`config.mk`:
```
export PLATFORM = sky130hd
export DESIGN_NAME = ecc_err_logger
export DESIGN_NICKNAME = d
export VERILOG_FILES = /design/src/rtl/ecc_log_pkg.sv /design/src/rtl/ecc_chan_log.sv /design/src/rtl/ecc_sts_reg.sv /design/src/rtl/ecc_reg_rd.sv /design/src/rtl/ecc_err_logger.sv
export SDC_FILE = /design/constraint.sdc
export NUM_CORES = 1
export LEC_CHECK = 0
export BUFFER_PORTS_ARGS = -buffer_cell sky130_fd_sc_hd__buf_4
export CAP_MARGIN = 20
export CORE_ASPECT_RATIO = 0.9
export CORE_MARGIN = 2
export CORE_UTILIZATION = 45
export DETAILED_ROUTE_END_ITERATION = 8
export PLACE_DENSITY = 0.69
export SYNTH_ARGS = -nofsm -noshare
export SYNTH_HDL_FRONTEND = slang
export SYNTH_SLANG_ARGS = --single-unit
```
`constraint.sdc`:
```
create_clock -name clk -period 5.08 [get_ports clk]
set_clock_uncertainty 0.2 [all_clocks]
set_input_delay 0.254 -clock clk [delete_from_list [all_inputs] [get_ports clk]]
set_output_delay 0.254 -clock clk [all_outputs]
set_load 0.03 [all_outputs]
```
`src/rtl/ecc_log_pkg.sv`:
```
`timescale 1ns/1ps
package ecc_log_pkg;
    localparam int COL_W  = 16;
    localparam int ROW_W  = 16;
    localparam int BANK_W = 3;
    localparam int RANK_W = 2;
    localparam int SYND_W = 8;
    localparam int DW     = 32;
    localparam int AW     = 16;
    localparam int STS_W  = 16;
    localparam int FLAG_CE = 0;
    localparam int FLAG_UE = 1;

    // fields reported by a channel checker with a pulse
    typedef struct packed {
        logic [COL_W-1:0]  col;
        logic [ROW_W-1:0]  row;
        logic [BANK_W-1:0] bank;
        logic [RANK_W-1:0] rank;
        logic [SYND_W-1:0] synd;
    } evt_t;

    // one channel capture record
    typedef struct packed {
        evt_t f;
        logic ue;
        logic ce;
    } log_t;

    function automatic logic [DW-1:0] log_lo(input log_t l);
        return {l.f.bank, l.f.rank, 3'b000, l.f.synd, 14'b0, l.ue, l.ce};
    endfunction

    function automatic logic [DW-1:0] log_hi(input log_t l);
        return {l.f.col, l.f.row};
    endfunction
endpackage

```
`src/rtl/ecc_chan_log.sv`:
```
`timescale 1ns/1ps
module ecc_chan_log
    import ecc_log_pkg::*;
(
    input  logic clk,
    input  logic rst,
    input  logic active,
    input  logic ce,
    input  logic ue,
    input  evt_t evt,
    input  logic clr_ce,
    input  logic clr_ue,
    output log_t q
);
    log_t d;
    logic ce_held, ue_held, cap_ue, cap_ce;

    always_comb begin
        // clear first, then decide capture on the re-armed state
        ce_held = q.ce & ~clr_ce;
        ue_held = q.ue & ~clr_ue;
        cap_ue  = active & ue & ~ue_held;
        cap_ce  = active & ce & ~ue & ~ce_held & ~ue_held;
        d       = q;
        d.ce    = ce_held;
        d.ue    = ue_held;
        if (cap_ue) begin
            d.f      = evt;
            d.f.synd = '0;
            d.ue     = 1'b1;
            d.ce     = 1'b0;
        end else if (cap_ce) begin
            d.f  = evt;
            d.ce = 1'b1;
            d.ue = 1'b0;
        end
    end

    always_ff @(posedge clk) begin
        if (rst) q <= '0;
        else     q <= d;
    end
endmodule

```
`src/rtl/ecc_sts_reg.sv`:
```
`timescale 1ns/1ps
module ecc_sts_reg
    import ecc_log_pkg::*;
(
    input  logic             clk,
    input  logic             rst,
    input  logic [1:0]       set_flag,
    input  logic [1:0]       clr_flag,
    output logic [STS_W-1:0] sts
);
    logic [1:0] flag_q;

    always_ff @(posedge clk) begin
        if (rst) flag_q <= '0;
        else     flag_q <= (flag_q & ~clr_flag) | set_flag;
    end

    assign sts = {{(STS_W-2){1'b0}}, flag_q};
endmodule

```
`src/rtl/ecc_reg_rd.sv`:
```
`timescale 1ns/1ps
module ecc_reg_rd
    import ecc_log_pkg::*;
#(
    parameter int          NUM_CH    = 2,
    parameter int unsigned STS_ADDR  = 32'h00C8,
    parameter int unsigned LOG_BASE  = 32'h40C8,
    parameter int unsigned CH_STRIDE = 32'h0400
)(
    input  logic                clk,
    input  logic                rst,
    input  logic                rd_en,
    input  logic [AW-1:0]       addr,
    input  logic [STS_W-1:0]    sts,
    input  log_t [NUM_CH-1:0]   logs,
    input  logic [NUM_CH-1:0]   ch_active,
    output logic                rvalid,
    output logic [DW-1:0]       rdata
);
    function automatic logic [AW-1:0] lo_at(input int c);
        return AW'(LOG_BASE + CH_STRIDE * c);
    endfunction

    logic [DW-1:0] val;

    always_comb begin
        val = '0;
        if (addr == AW'(STS_ADDR)) val = {{(DW-STS_W){1'b0}}, sts};
        for (int c = 0; c < NUM_CH; c++) begin
            if (ch_active[c] && addr == lo_at(c))         val = log_lo(logs[c]);
            if (ch_active[c] && addr == lo_at(c) + AW'(4)) val = log_hi(logs[c]);
        end
    end

    always_ff @(posedge clk) begin
        if (rst) begin
            rvalid <= 1'b0;
            rdata  <= '0;
        end else begin
            rvalid <= rd_en;
            rdata  <= rd_en ? val : '0;
        end
    end
endmodule

```
`src/rtl/ecc_err_logger.sv`:
```
`timescale 1ns/1ps
module ecc_err_logger
    import ecc_log_pkg::*;
#(
    parameter int          NUM_CH    = 2,
    parameter int unsigned STS_ADDR  = 32'h00C8,
    parameter int unsigned LOG_BASE  = 32'h40C8,
    parameter int unsigned CH_STRIDE = 32'h0400
)(
    input  logic                     clk,
    input  logic                     rst,
    input  logic                     single_ch,
    input  logic [NUM_CH-1:0]        err_ce,
    input  logic [NUM_CH-1:0]        err_ue,
    input  logic [NUM_CH*COL_W-1:0]  err_col,
    input  logic [NUM_CH*ROW_W-1:0]  err_row,
    input  logic [NUM_CH*BANK_W-1:0] err_bank,
    input  logic [NUM_CH*RANK_W-1:0] err_rank,
    input  logic [NUM_CH*SYND_W-1:0] err_synd,
    input  logic [AW-1:0]            reg_addr,
    input  logic                     reg_wr_en,
    input  logic [DW-1:0]            reg_wdata,
    input  logic                     reg_rd_en,
    output logic                     reg_rvalid,
    output logic [DW-1:0]            reg_rdata
);
    logic [NUM_CH-1:0] ch_active, ce_act, ue_act;
    log_t [NUM_CH-1:0] log_q;
    logic [1:0]        clr_flag;
    logic [STS_W-1:0]  sts_word;

    assign clr_flag = (reg_wr_en && reg_addr == AW'(STS_ADDR)) ? reg_wdata[1:0] : 2'b00;

    for (genvar c = 0; c < NUM_CH; c++) begin : g_ch
        evt_t evt;
        if (c == 0) begin : g_primary
            assign ch_active[c] = 1'b1;
        end else begin : g_secondary
            assign ch_active[c] = ~single_ch;
        end
        assign ce_act[c] = err_ce[c] & ch_active[c];
        assign ue_act[c] = err_ue[c] & ch_active[c];
        assign evt = '{col:  err_col [c*COL_W  +: COL_W],
                       row:  err_row [c*ROW_W  +: ROW_W],
                       bank: err_bank[c*BANK_W +: BANK_W],
                       rank: err_rank[c*RANK_W +: RANK_W],
                       synd: err_synd[c*SYND_W +: SYND_W]};

        ecc_chan_log u_log (
            .clk    (clk),
            .rst    (rst),
            .active (ch_active[c]),
            .ce     (err_ce[c]),
            .ue     (err_ue[c]),
            .evt    (evt),
            .clr_ce (clr_flag[FLAG_CE]),
            .clr_ue (clr_flag[FLAG_UE]),
            .q      (log_q[c])
        );
    end

    ecc_sts_reg u_sts (
        .clk      (clk),
        .rst      (rst),
        .set_flag ({|ue_act, |ce_act}),
        .clr_flag (clr_flag),
        .sts      (sts_word)
    );

    ecc_reg_rd #(
        .NUM_CH    (NUM_CH),
        .STS_ADDR  (STS_ADDR),
        .LOG_BASE  (LOG_BASE),
        .CH_STRIDE (CH_STRIDE)
    ) u_rd (
        .clk       (clk),
        .rst       (rst),
        .rd_en     (reg_rd_en),
        .addr      (reg_addr),
        .sts       (sts_word),
        .logs      (log_q),
        .ch_active (ch_active),
        .rvalid    (reg_rvalid),
        .rdata     (reg_rdata)
    );
endmodule

```
==> metrics <==
status=finished clean; Max Slew Vio Count=0; DIE AREA=0.0133 mm2; Worst Tran Pin Value=0.984 ns; Die Width=121 um; Main synth FF type=dfxtp_1; Synth-to-Final Area Change=48.3%; Mean Syn Cell Area=9.52 um2; first-pass GRT wire length=25.4 mm; asr flop ratio synth=0%; Leak=3.28 nW; Slew Limit Headroom=34.2%; WP data arrival=2.97 ns; crit start category=input pin; final global-route overflow total=0; layout cell share with drive strength beyond 1=24.1%; register bit total from synthesis=129; number of buffers created by CTS=17; crit path time final=2.82 ns; setup TNS=0 ns; worst hold slack=0.0656 ns; RSZ-0062 raised after global routing=no; Routability Congestion=0.832; RR Startpoint=g_ch[0].u_log.q[0]$_SDFF_PP0_; # DRC=0; commonest non-fill, non-tap cell in the layout=buf_4; Setup crit start=reg_addr[13]; Vias=5165; Post CTS Setup Buffer Count=0; DR pass1 iterations=5; vias in the first global route=5168; antenna viol nets, final=0; Initial Util=46.0%; Pwr Total=2.57 mW; largest net degree at the start of global routing=158; Post-CTS Resized=0; fin nets=954; CTS tree=built; sequential fraction of the synthesis area=46.4%; Fmax=0.355 GHz; Via density=5.27; Clock Path Buffers=2; most frequent cells in the layout=buf_4 (155), dfxtp_1 (129), nand2b_1 (111); Tcrit/Tclk final=55.4%; Worst VDD drop=289 uV; design area=0.00825 mm2; Die Ht=109 um; Post-Synthesis Cells=584; clock slew at reported path FFs=0.05 ns; clk sinks=129; initial antenna violation count=1; Critical Path RT=5.24 ns; dpl ws=1.94 ns; row cnt=38; Post-synth EDFFs=0; H-Tree Depth=4; synthesized cell area=0.00556 mm2; final setup fails=0; Netlist cell types=39; Synth Warn #=0; CP Class=in2reg; Final Hold Vio Count=0; Critical Path Sink Type=flip-flop; Max-cap violations=0; gr usage total=24.9%; worst skew pair latency=0.42 ns; Power Dens Cells=312 mW/mm2; Root Buffer=clkbuf_16; Net Count, Synth=731; Hold Crit Class=in2reg; critical path peak fanout=41; hold path start=reg_wdata[0]; Post-Route WL=16.4 mm; routed len/inst=16.8 um; core area=0.0121 mm2; post-DP HPWL=9.34 mm; Worst Slack Setup Final=2.26 ns; 1st-iter DRT viols=436; Post-DP Area=0.00668 mm2; Ports=180; I/O Buffers=149
## where the power goes
| group | switching, mW | internal (mW) |
|---|---|---|
| Sequential | 0.0277 | 1.06 |
| Combinational | 0.135 | 0.176 |
| Clock | 0.434 | 0.739 |
| Total | 0.596 | 1.98 |
## final cells by class
class	count	area (um2)
well taps	160	200
flip-flops and latches	129	2580
fillers	917	3830
repair buffers	253	2160
diodes	1	2.50
inverters	3	11.3
clock inverters	12	115
clock buffers	20	457
multi-input cells	403	2720
## cells by family (layout without fill, tap and decap cells)
kind of cell,after synthesis,in the layout,share of synthesized area (%)
flops,129,129,46.4
other cells,0,1,0
compound gates,130,130,14.8
simple gates,234,234,26.6
mux,39,39,7.02
buf+inv,52,288,5.20
## cells in the mapped netlist (all sizes together) (2+ instances only)
cell    count  area (um2)
mux2i      39         390
a21o        2        15.0
clkbuf     26        97.6
buf        23         180
a22oi      31         233
a31oi      11        68.8
a222oi      2        20.0
nand2b    112         701
nor4b       3        47.5
a21boi      8        60.1
a22o        8        70.1
dfxtp     129        2580
nand4       4        25.0
nor2       24        90.1
a221oi      2        17.5
nand2      29         109
and3        2        12.5
nor3        2        10.0
a21oi      14        70.1
inv         3        11.3
o21ai      50         250
and2        2        12.5
nand4b     37         324
and3b       2        17.5
nand3      10        50.1
nor2b       3        18.8
## layer usage
metal / up-vias / global-route usage [%] / wire length, um
met4: 0 / 12.0 / 377
met3: 32 / 5.71 / 851
met2: 190 / 40.4 / 7830
li1: 2510 / - / -
met5: - / 0 / 0
met1: 2433 / 31.6 / 7390
## flip-flops by register name, summed over array words and instances, names as in the netlist
name,flops
u_rd.rdata,32
u_sts.flag_q,2
u_rd.rvalid,1
g_ch.u_log.q,94
## timing repair
action,CTS,global route
endpoints found under the hold margin,95,3
hold buffers,96,1
endpoints found under the setup margin,0,0
## worst max-delay path: stages
cell	delay [ns]
buf_4	0.11
nor3_1	0.43
and4_1	0.40
a41o_2	0.78
nand2_1	0.14
a221oi_1	0.27
dlygate4sd3_1	0.58
## path summary, 6_finish.rpt
kind         cells after the start  slack [ns]                               end
max                              7        2.26     g_ch[1].u_log.q[0]$_SDFF_PP0_
min                              4        0.07     g_ch[0].u_log.q[0]$_SDFF_PP0_
max reg2reg                      5        2.66  g_ch[0].u_log.q[23]$_SDFFE_PP0P_
min reg2reg                      2        0.26         u_rd.rdata[20]$_SDFF_PP0_
## through the flow
step	utilization, %	instances
floorplan	-	584
detailed placement	55.3	850
CTS	68.0	978
global placement	55.3	850
global route	68.3	981
finish	68.3	981
Power figures use the tool's default switching activity.
